### src/rtl/rxring_dma.sv
module rxring_dma #(
  parameter int AW           = 32,
  parameter int RING_ENTRIES = 512,
  parameter int LEN_W        = 13,
  parameter int EOT_BIT      = 28
) (
  input  logic          clk,
  input  logic          rst_n,
  input  logic          reg_we,
  input  logic [1:0]    reg_addr,
  input  logic [31:0]   reg_wdata,
  output logic [31:0]   reg_rdata,
  input  logic          fr_valid,
  input  logic          fr_sof,
  input  logic          fr_eof,
  input  logic [7:0]    fr_data,
  output logic          fr_ready,
  output logic          mem_req,
  output logic          mem_we,
  output logic [AW-1:0] mem_addr,
  output logic [31:0]   mem_wdata,
  input  logic          mem_gnt,
  input  logic [31:0]   mem_rdata,
  output logic          irq
);
  localparam int IW = $clog2(RING_ENTRIES);
  localparam int OW = IW + 3;

  typedef enum logic [2:0] {S_IDLE, S_D0, S_D1, S_RX, S_WR, S_HDR} st_t;
  st_t state;

  logic [AW-1:0]    base_q, buf_q, waddr_q;
  logic [OW-1:0]    endp_q;
  logic [IW-1:0]    cur_q;
  logic [LEN_W-1:0] blen_q, cnt_q;
  logic             eot_q, ovf_q, last_q, dirty_q;
  logic [31:0]      wbuf_q;

  wire [IW-1:0] end_idx = endp_q[OW-1:3];
  wire          open_w  = cur_q != end_idx;
  wire [AW-1:0] desc_a  = base_q + (AW'(cur_q) << 3);
  wire          done    = mem_req && mem_gnt;
  wire          take    = fr_valid && fr_ready && state == S_RX;
  wire          store   = cnt_q < blen_q;
  wire          go_wr   = (store && cnt_q[1:0] == 2'd3) || (fr_eof && (dirty_q || store));

  assign fr_ready  = (state == S_IDLE && fr_valid && !fr_sof) || state == S_RX;
  assign mem_req   = state == S_D0 || state == S_D1 || state == S_WR || state == S_HDR;
  assign mem_we    = state == S_WR || state == S_HDR;
  assign mem_wdata = (state == S_HDR) ? {15'd0, ovf_q, 16'(cnt_q)} : wbuf_q;

  always_comb begin
    case (state)
      S_D0:    mem_addr = desc_a;
      S_D1:    mem_addr = desc_a + AW'(4);
      S_WR:    mem_addr = waddr_q;
      S_HDR:   mem_addr = buf_q;
      default: mem_addr = '0;
    endcase
  end

  always_comb begin
    case (reg_addr)
      2'd0:    reg_rdata = 32'(base_q);
      2'd1:    reg_rdata = 32'(endp_q);
      2'd2:    reg_rdata = 32'({cur_q, 3'b000});
      default: reg_rdata = '0;
    endcase
  end

  always_ff @(posedge clk) begin
    if (!rst_n) begin
      state <= S_IDLE; base_q <= '0; endp_q <= '0; cur_q <= '0; irq <= 1'b0;
      buf_q <= '0; waddr_q <= '0; blen_q <= '0; cnt_q <= '0; eot_q <= 1'b0;
      ovf_q <= 1'b0; last_q <= 1'b0; dirty_q <= 1'b0; wbuf_q <= '0;
    end else begin
      irq <= 1'b0;
      case (state)
        S_IDLE: if (fr_valid && fr_sof && open_w) state <= S_D0;
        S_D0: if (done) begin
          eot_q  <= mem_rdata[EOT_BIT];
          blen_q <= mem_rdata[LEN_W-1:0];
          state  <= S_D1;
        end
        S_D1: if (done) begin
          buf_q <= mem_rdata[AW-1:0];
          cnt_q <= '0; ovf_q <= 1'b0; dirty_q <= 1'b0; wbuf_q <= '0; last_q <= 1'b0;
          state <= S_RX;
        end
        S_RX: if (take) begin
          if (store) begin
            wbuf_q[8*cnt_q[1:0] +: 8] <= fr_data;
            waddr_q <= buf_q + AW'(4) + AW'({cnt_q[LEN_W-1:2], 2'b00});
            cnt_q   <= cnt_q + 1'b1;
            dirty_q <= 1'b1;
          end else begin
            ovf_q <= 1'b1;
          end
          last_q <= fr_eof;
          state  <= go_wr ? S_WR : (fr_eof ? S_HDR : S_RX);
        end
        S_WR: if (done) begin
          wbuf_q  <= '0;
          dirty_q <= 1'b0;
          state   <= last_q ? S_HDR : S_RX;
        end
        S_HDR: if (done) begin
          cur_q <= eot_q ? '0 : cur_q + 1'b1;
          irq   <= 1'b1;
          state <= S_IDLE;
        end
        default: state <= S_IDLE;
      endcase
      if (reg_we && reg_addr == 2'd1) endp_q <= reg_wdata[OW-1:0];
      if (reg_we && reg_addr == 2'd0) begin
        base_q <= reg_wdata[AW-1:0];
        cur_q  <= '0;
      end
    end
  end

  assert_req_hold_R11: assert property (@(posedge clk) disable iff (!rst_n)
    mem_req && !mem_gnt |=> mem_req && $stable(mem_addr) && $stable(mem_we));

  assert_stall_at_end_R7: assert property (@(posedge clk) disable iff (!rst_n)
    state == S_IDLE && fr_valid && fr_sof && cur_q == end_idx |-> !fr_ready ##1 !mem_req);

  assert_in_bounds_R4: assert property (@(posedge clk) disable iff (!rst_n)
    state == S_WR |-> (mem_addr - buf_q - AW'(4)) < AW'(blen_q));

  assert_hdr_len_R3: assert property (@(posedge clk) disable iff (!rst_n)
    state == S_HDR |-> mem_wdata[LEN_W-1:0] <= blen_q);

  assert_irq_pulse_R5: assert property (@(posedge clk) disable iff (!rst_n)
    irq |=> !irq);

  assert_advance_R6: assert property (@(posedge clk) disable iff (!rst_n)
    irq && !$past(reg_we && reg_addr == 2'd0) |->
      cur_q == ($past(eot_q) ? '0 : IW'($past(cur_q) + 1'b1)));
endmodule

### config.mk
export PLATFORM = sky130hd
export DESIGN_NAME = rxring_dma
export DESIGN_NICKNAME = d
export VERILOG_FILES = /design/src/rtl/rxring_dma.sv
export SDC_FILE = /design/constraint.sdc
export NUM_CORES = 1
export LEC_CHECK = 0
export BUFFER_PORTS_ARGS = -buffer_cell sky130_fd_sc_hd__clkbuf_2
export CORE_ASPECT_RATIO = 0.5
export CORE_UTILIZATION = 52
export CTS_CLUSTER_DIAMETER = 120
export CTS_CLUSTER_SIZE = 30
export DETAILED_ROUTE_END_ITERATION = 10
export HOLD_SLACK_MARGIN = 0.06
export PLACE_DENSITY = 0.74
export SLEW_MARGIN = 20
export SYNTH_ARGS = -nofsm -noshare
export SYNTH_HDL_FRONTEND = slang
export SYNTH_SLANG_ARGS = --single-unit
export TNS_END_PERCENT = 20
### constraint.sdc
create_clock -name clk -period 3.75 [get_ports clk]
set_clock_uncertainty 0.15 [all_clocks]
set_input_delay 0.375 -clock clk [delete_from_list [all_inputs] [get_ports clk]]
set_output_delay 0.375 -clock clk [all_outputs]
set_load 0.02 [all_outputs]
==> flow_summary.yaml, run 1 <==
synth:
  ys_warn_count: 0
  postSynth.asyncResetShare_pct: 0
  synth_edf_count: 0
  ys_types: 79
  ys_seq_area_share_pct: 33.2
  synth_nets: 1566
  synth_seq_cells: 183
  synth_ff_type: "dfxtp_1"
  avgSynthCellArea_sq_um: 7.70
  netlist_area_sq_mm: 0.0110
  synth_cells: 1432
drt:
  avgRoutedWirePerCell_um: 17.1
  ant_nets: 0
  drc: 0
  num_vias: 11400
  dr.pass1.iters: 7
  vias_per_cell: 5.68
  drt-initial-drc-count: 1023
  wirelength_um: 34400
run:
  maxCapViolCount: 0
floorplan:
  start_util_pct: 53.4
  rows: 37
  ios: 181
  die_area_sq_mm: 0.0218
  die_w_um: 208
  coreArea_sq_mm: 0.0206
  die_h_um: 105
critical_path:
  crit_path_end_kind: "output port"
  crit_required_ns: 3.22
  path_buf_inv: 1
  critical_path.max_fanout: 7
  critPathSlowestCell: "or4_1"
  worstSetupStartpointType: "flip-flop"
  critical_path.top_delay_family: "compound AO/OA/AOI/OAI gates"
  path_cells: "ha_1 > a211oi_4 > o21ai_2 > o31a_4 > o2111ai_1 > xor2_1 > nor4b_4 > nand3_2 > or4_1 > a31o_1 > clkbuf_2"
  critical-path-max-stage-delay_ns: 0.52
  crit_arrival_ns: 3.61
  critical_path_class: "flip-flop to output port"
final_layout:
  diodes: 0
  nets: 1851
  area_growth_pct: 28.1
  fin_cells: 2003
  finish.utilization_pct: 68.4
  drive_gt1_share_pct: 21.5
  finalInstanceArea_sq_mm: 0.0141
timing:
  relSlewSlack_pct: 39.3
  max_freq_ghz: 0.242
  rsz0062_at_grt: "yes"
  hold_violations: 0
  period_share_pct: 110
  tightest_slew_ns: 0.907
  fin_ws_ns: -0.380
  slew_viol_final: 0
  post-route-min-period_ns: 4.13
  setup_viol: 20
grt:
  grt_pass1_wl_um: 55100
  grt_max_degree: 65
  grt_pass1_vias: 10700
  grtUsageTotal_pct: 31.6
  antenna_found_initial: 0
  grt_overflow: 0
pwr:
  p_leak_nw: 5.71
  p_per_area_mw_per_mm2: 292
  ir_drop_uv: 372
place:
  port_buffers: 180
  dpl.cell_count: 1891
  placed_area_sq_mm: 0.0126
  gp_congestion: 0.914
  place_ws_ns: -0.159
  place_hpwl_um: 24600
cts:
  clkSinkCount: 183
  cts_tree: "done"
  clk_latency_ns: 0.45
  cts_inserted_buffers: 17
  clockBufferDepth: 2
  cts_htree_levels: 4
  clk_pin_slew_ns: 0.07
  clock-root-buffer: "clkbuf_16"
status:
  violations: "negative setup slack"
  status: "finished, violations left"
hold_path:
  hold_path_class: "primary input to flip-flop"
## sequential cells by signal, summed over array words and instances, names as in the netlist, 3 cells and up
register / flops
wbuf_q: 32
cnt_q: 13
cur_q: 9
state: 3
endp_q: 12
blen_q: 13
buf_q: 32
base_q: 32
waddr_q: 32
## report_power, final
group / total (mW) / leakage [nW] / internal, mW / switching [mW]
logic: 0.422 / 3.96 / 0.185 / 0.236
clock network: 1.69 / 0.270 / 0.880 / 0.813
registers: 2.00 / 1.48 / 1.97 / 0.0382
## worst paths after layout
| path | start | cells past startpoint | slack, ns | end |
|---|---|---|---|---|
| max | base_q[4] | 11 | -0.38 | mem_addr[31] |
| min | fr_valid | 4 | 0.19 | state[1] |
| max reg2reg | cnt_q[3] | 14 | 0.24 | waddr_q[25] |
| min reg2reg | wbuf_q[30] | 2 | 0.30 | wbuf_q[30] |
## worst register-to-register path, stage by stage, from the launching register on
cell and delay, ns:
dfxtp_1 0.38, ha_1 0.25, ha_1 0.22, fa_1 0.41, a21o_1 0.19, a21oi_2 0.18
o21bai_1 0.11, a2111oi_1 0.42, buf_4 0.18, o31ai_1 0.12, a21oi_1 0.20, buf_4 0.17
nor3b_1 0.07, xnor2_1 0.14, a211oi_1 0.23
## cells by family (layout without fill, tap and decap cells)
logic type | Yosys count | count (layout) | share of synthesized area (%)
buffers and inverters | 108 | 406 | 3.79
muxes | 56 | 56 | 5.30
adders and majority gates | 53 | 53 | 6.15
AOI/OAI and AO/OA | 346 | 346 | 18.9
and+or+nand+nor | 594 | 594 | 25.3
DFF | 183 | 183 | 33.2
xor gates and xnor gates | 92 | 92 | 7.31
## repair_timing
action | CTS | global route
resized for setup | 19 | 42
pin swaps | 15 | 24
endpoints found under the hold margin | 95 | 0
setup buffers | 6 | 2
endpoints found under the setup margin | 20 | 24
hold buffers | 73 | 0
## routing by layer
layer / GRT usage [%] / wire length (um)
met5: 0 / 0
met4: 10.0 / 620
met3: 5.86 / 2160
met2: 51.6 / 15800
met1: 42.2 / 15800
## cell usage in the layout (no fill, tap or decap), drive strengths merged, types with 13 or more instances in the layout
cell           n
xor2          42
a21oi        162
nand2        314
mux2i         37
dlygate4sd3   73
mux2          19
and2          51
xnor2         50
clkbuf       190
nor2b         13
ha            51
nand3         30
nor2          88
dfxtp        183
inv           34
buf          101
nand4         28
o21ai         81
and3          15
## area by class of cell
class / count / area, sq um
clock inverters: 11 / 90.1
fillers: 1700 / 6530
clock buffers: 21 / 450
multi-input cells: 1141 / 7110
repair buffers: 343 / 2340
flip-flops and latches: 183 / 3670
well taps: 273 / 342
inverters: 31 / 118
## cells in the mapped netlist, drive strengths merged, types with 6 or more instances
master  count  area share [%]
a211oi      9            0.77
a21o        8            0.54
a21oi     162             7.4
a22o        8            0.64
and2       51             2.9
and3       15            0.90
buf         9            0.42
clkbuf     68             2.3
dfxtp     183              33
ha         51             5.8
inv        29            0.99
mux2       19             1.9
mux2i      37             3.4
nand2     314              11
nand2b      6            0.34
nand3      30             1.4
nand3b      6            0.41
nand4      28             1.6
nor2       88             3.0
nor2b      13            0.74
nor3       11            0.50
o211ai     11            0.79
o21ai      81             3.7
o221ai     11            0.93
o22ai      11            0.62
o31ai       6            0.41
or3         7            0.40
xnor2      50             4.0
xor2       42             3.3
## per-stage QoR
step                power (mW)  hold slack, ns  setup TNS (ns)
floorplan                 2.25           0.267         -0.0464
global placement          2.39           0.276          -0.120
detailed placement        2.39           0.285          -0.495
CTS                       4.12           0.179           -4.98
global route              4.25           0.239           -8.02
finish                    4.12           0.194           -4.58
No activity file was read; power rests on OpenSTA's default activity.
==> run 2, diff against run 1 <==
--- a/config.mk
+++ b/config.mk
@@ -5,14 +5,15 @@
 export SDC_FILE = /design/constraint.sdc
 export NUM_CORES = 1
 export LEC_CHECK = 0
+export ABC_AREA = 1
 export BUFFER_PORTS_ARGS = -buffer_cell sky130_fd_sc_hd__clkbuf_2
 export CORE_ASPECT_RATIO = 0.5
-export CORE_UTILIZATION = 52
+export CORE_UTILIZATION = 53
 export CTS_CLUSTER_DIAMETER = 120
 export CTS_CLUSTER_SIZE = 30
 export DETAILED_ROUTE_END_ITERATION = 10
 export HOLD_SLACK_MARGIN = 0.06
-export PLACE_DENSITY = 0.74
+export PLACE_DENSITY = 0.75
 export SLEW_MARGIN = 20
 export SYNTH_ARGS = -nofsm -noshare
 export SYNTH_HDL_FRONTEND = slang
==> flow_summary.yaml, run 2 <==
status:
  status: "finished clean"
critical_path:
  worstSetupStartpointType: "flip-flop"
  critical_path.max_fanout: 5
  critical_path_class: "flip-flop to output port"
  crit_required_ns: 3.22
  crit_arrival_ns: 3.10
  crit_path_end_kind: "output port"
  rr_worst_depth: 16
floorplan:
  die_area_sq_mm: 0.0234
  die_w_um: 215
  rows: 38
  start_util_pct: 54.8
  die_h_um: 109
  coreArea_sq_mm: 0.0220
  ios: 181
grt:
  grtUsageTotal_pct: 33.8
  grt_pass1_vias: 12300
  grt_pass1_wl_um: 62400
  use_met3_pct: 8.35
  antenna_found_initial: 0
  grt_max_degree: 75
  busiest_layer: "met2"
  grt_overflow: 0
  grtUsageMet2_pct: 52.8
  grtUsageMet1_pct: 46.3
pwr:
  p_leak_nw: 6.54
  ir_drop_uv: 258
  total_power_mw: 5.18
  p_per_area_mw_per_mm2: 352
cts:
  clock-root-buffer: "clkbuf_16"
  clkSinkCount: 183
  clk_pin_slew_ns: 0.08
  cts_htree_levels: 4
  clk_latency_ns: 0.47
  cts_inserted_buffers: 17
  clockBufferDepth: 2
  cts_tree: "done"
run:
  maxCapViolCount: 0
final_layout:
  area_growth_pct: 22.2
  nets: 2255
  layout_common_cells: "484 x nand2_1, 227 x inv_1, 173 x clkbuf_2"
  drive_gt1_share_pct: 17.4
  layout_commonest_cell: "nand2_1"
  diodes: 0
  finish.utilization_pct: 67.0
timing:
  tightest_slew_ns: 0.974
  hold_violations: 0
  period_share_pct: 96.6
  max_freq_ghz: 0.276
  post-route-min-period_ns: 3.62
  rsz0062_at_grt: "yes"
  slew_viol_final: 0
  relSlewSlack_pct: 35.1
  setup_viol: 0
synth:
  ys_seq_area_share_pct: 30.4
  synth_ff_type: "dfxtp_1"
  avgSynthCellArea_sq_um: 6.31
  synth_cells: 1908
  synth_edf_count: 0
  netlist_area_sq_mm: 0.0120
  ys_types: 48
  synth_top_cell_by_area: "dfxtp_1"
  synth_nets: 2042
  synth_seq_cells: 183
  yosysMostFrequentCell: "nand2_1"
  synth.cells.most_frequent: "492 x nand2_1, 228 x inv_1, 183 x dfxtp_1"
  postSynth.asyncResetShare_pct: 0
  synth.area.top_cells: "dfxtp_1 30%, nand2_1 15%, inv_1 7.1%"
  ys_warn_count: 0
  yosys.area.top_type_share_pct: 30.4
drt:
  vias_per_cell: 5.45
  dr.pass1.iters: 5
  ant_nets: 0
  wirelength_um: 39200
  drt-initial-drc-count: 1107
  avgRoutedWirePerCell_um: 16.1
  num_vias: 13300
  drc: 0
hold_path:
  hold_depth: 3
  hold_path_class: "primary input to flip-flop"
place:
  port_buffers: 180
  gp_congestion: 0.993
  place_hpwl_um: 28700
==> run 2: kinds of logic after synthesis <==
group                    count (synthesis)  synth area share, %
flip-flops                             183                 30.4
AO/OA/AOI/OAI                          390                 17.9
AND/OR/NAND/NOR                        942                 34.2
buffers and inverters                  311                 9.76
XOR/XNOR                                29                 2.11
adder cells (fa/ha/maj)                 53                 5.63
==> run 2: through the flow <==
step                      TNS [ns]  instance area [sq um]  hold slack [ns]  instances  worst slack, ns
after global placement           0                  13200            0.292       2337            0.484
after CTS                        0                  14400           0.0615       2429          0.00323
after detailed placement         0                  13200            0.298       2337            0.465
after floorplan                  0                  12000            0.280       1908            0.809
final                            0                  14700           0.0689       2434            0.127
after global routing        -0.104                  14700           0.0882       2434          -0.0177
==> run 2: worst paths after layout <==
| check | start | slack, ns | endpoint |
|---|---|---|---|
| worst max-delay path | cur_q[0] | 0.13 | mem_addr[20] |
| worst min-delay path | reg_wdata[11] | 0.07 | base_q[11] |
| worst max register to register | cnt_q[2] | 0.58 | waddr_q[29] |
| worst min register to register | waddr_q[4] | 0.31 | waddr_q[4] |
==> run 2: worst max-delay path: stages, from the launching register on <==
cell      delay (ns)
dfxtp_4         0.36
ha_4            0.17
fa_2            0.60
nand2_2         0.10
nor2_4          0.12
nand3_2         0.11
nor2_4          0.13
nand4_1         0.18
nor2_4          0.18
nand2_4         0.11
nor2_4          0.14
nand2_1         0.06
nand3_1         0.07
nand3_1         0.11
clkbuf_2        0.18
==> run 2: area by class of cell <==
type | count | area (sq um)
Sequential cell | 183 | 3680
Multi-Input combinational cell | 1414 | 7420
Tap cell | 300 | 375
Fill cell | 2058 | 7250
Clock buffer | 17 | 425
Inverter | 243 | 912
Clock inverter | 15 | 210
Timing Repair Buffer | 262 | 1690
==> run 2: where the power goes <==
part	internal (mW)	switching [mW]	total (mW)	leakage [nW]
combinational	0.338	0.725	1.06	4.75
sequential	2.05	0.0932	2.14	1.49
clock	1.08	0.900	1.98	0.308
==> run 2: repair_timing <==
action,CTS,global route
setup buffers,1,5
pin swaps,1,17
setup endpoints to repair,11,21
hold buffers,59,0
hold endpoints to repair,69,0
gates resized for setup,4,70
==> run 2: routing by layer <==
layer / up-vias / routed length (um)
li1: 6674 / -
met1: 6049 / 18100
met2: 475 / 17000
met3: 57 / 3390
met4: 0 / 724
met5: - / 0
==> run 3, diff against run 2 <==
--- a/config.mk
+++ b/config.mk
@@ -8,14 +8,15 @@
 export ABC_AREA = 1
 export BUFFER_PORTS_ARGS = -buffer_cell sky130_fd_sc_hd__clkbuf_2
 export CORE_ASPECT_RATIO = 0.5
+export CORE_MARGIN = 2
 export CORE_UTILIZATION = 53
 export CTS_CLUSTER_DIAMETER = 120
 export CTS_CLUSTER_SIZE = 30
 export DETAILED_ROUTE_END_ITERATION = 10
 export HOLD_SLACK_MARGIN = 0.06
-export PLACE_DENSITY = 0.75
+export PLACE_DENSITY = 0.84
 export SLEW_MARGIN = 20
 export SYNTH_ARGS = -nofsm -noshare
 export SYNTH_HDL_FRONTEND = slang
 export SYNTH_SLANG_ARGS = --single-unit
-export TNS_END_PERCENT = 20
+export TNS_END_PERCENT = 30
==> flow_summary.yaml, run 3 (same netlist as run 2, synthesis figures left out) <==
cts:
  clock-root-buffer: "clkbuf_16"
  cts_htree_levels: 4
  clk_latency_ns: 0.46
  clkSinkCount: 183
  cts_tree: "done"
  cts_inserted_buffers: 17
  clockBufferDepth: 2
  clk_pin_slew_ns: 0.07
timing:
  slew_viol_final: 0
  setup_viol: 0
  hold_slack_ns: 0.0621
  rsz0062_at_grt: "yes"
  tightest_slew_ns: 0.947
  hold_violations: 0
  period_share_pct: 97.0
  relSlewSlack_pct: 36.8
  post-route-min-period_ns: 3.64
  max_freq_ghz: 0.275
floorplan:
  start_util_pct: 54.8
  die_area_sq_mm: 0.0240
  rows: 38
  ios: 181
  die_h_um: 111
  coreArea_sq_mm: 0.0220
  die_w_um: 217
place:
  gp_congestion: 0.982
  port_buffers: 180
  place_hpwl_um: 27700
final_layout:
  diodes: 0
  layout_common_cells: "484 x nand2_1, 228 x inv_1, 177 x dfxtp_1"
  nets: 2242
  drive_gt1_share_pct: 17.6
  area_growth_pct: 20.7
  layout_commonest_cell: "nand2_1"
  finish.utilization_pct: 66.1
pwr:
  p_leak_nw: 6.49
  p_per_area_mw_per_mm2: 350
  ir_drop_uv: 309
critical_path:
  critical_path.max_fanout: 6
  crit_path_end_kind: "output port"
  crit_arrival_ns: 3.11
  crit_required_ns: 3.22
  r2r-start: "cnt_q[2]"
  startpoint: "cur_q[0]"
  critical_path_class: "flip-flop to output port"
  worstSetupStartpointType: "flip-flop"
drt:
  drc: 0
  num_vias: 13300
  avgRoutedWirePerCell_um: 15.7
  ant_nets: 0
  vias_per_cell: 5.51
  dr.pass1.iters: 6
  drt-initial-drc-count: 1287
  wirelength_um: 37900
hold_path:
  hold_start: "reg_wdata[31]"
  hold_path_class: "primary input to flip-flop"
grt:
  antenna_found_initial: 0
  grtUsageTotal_pct: 31.3
  grt_pass1_wl_um: 60600
  grt_max_degree: 58
  grt_overflow: 0
  grt_pass1_vias: 12200
status:
  status: "finished clean"
run:
  maxCapViolCount: 0
[run 3: changes by cell type in the layout (fill, tap and decap cells not counted), sizes merged]
| cell | change |
|---|---|
| dlygate4sd3 | -17 |
| buf | +6 |
| clkinv | -5 |
| inv | +2 |
| clkbuf | +1 |
[run 3: timing repair]
item,4_1_cts,5_1_grt
pin swaps,1,21
setup buffers,0,10
hold buffers,42,0
endpoints found under the hold margin,46,0
endpoints found under the setup margin,4,21
gates resized for setup,4,67
[run 3: path summary, 6_finish.rpt]
path | to | slack, ns | cells after the start
setup / recovery | mem_addr[23] | 0.11 | 15
hold / removal | base_q[31] | 0.06 | 3
setup reg to reg | waddr_q[29] | 0.62 | 16
hold reg to reg | endp_q[1] | 0.31 | 2
[run 3: report_power, final]
group          switching [mW]  total, mW  internal [mW]
sequential             0.0970       2.14           2.05
clock                   0.819       1.90           1.08
combinational           0.715       1.04          0.326
[run 3: per-layer routing]
metal	wire, um	GRT usage, %	vias to the layer above
met4	852	8.40	0
met3	3700	7.66	61
met1	16700	41.8	6037
met2	16700	50.1	603
met5	0	0	-
li1	-	-	6630
[run 3: layout make-up]
class                           count  area (sq um)
Multi-Input combinational cell   1414          7400
Timing Repair Buffer              249          1560
Clock inverter                     12           163
Sequential cell                   183          3670
Inverter                          243           912
Tap cell                          300           375
Clock buffer                       20           447
Fill cell                        1967          7440
[run 3: critical path: stages (launching register included)]
cell and delay [ns]:
dfxtp_4 0.37, ha_4 0.16, fa_2 0.60, nand3_4 0.11
nor2_4 0.13, nand3_4 0.10, nor2_4 0.13, nand4_1 0.11
nor2_2 0.15, buf_4 0.14, nand3_4 0.10, nor2_4 0.19
nand2_1 0.08, nand3_2 0.08, nand3_2 0.06, buf_6 0.13
[run 3: metrics by stage]
stage	instance area [sq um]	cells	setup TNS [ns]	power (mW)	setup WS, ns
floorplan	12000	1908	0	2.82	0.809
global placement	13200	2337	0	3.13	0.539
detailed placement	13200	2337	0	3.14	0.451
CTS	14200	2411	0	5.05	0.0210
global route	14500	2421	-0.262	5.31	-0.0551
finish	14500	2421	0	5.08	0.113
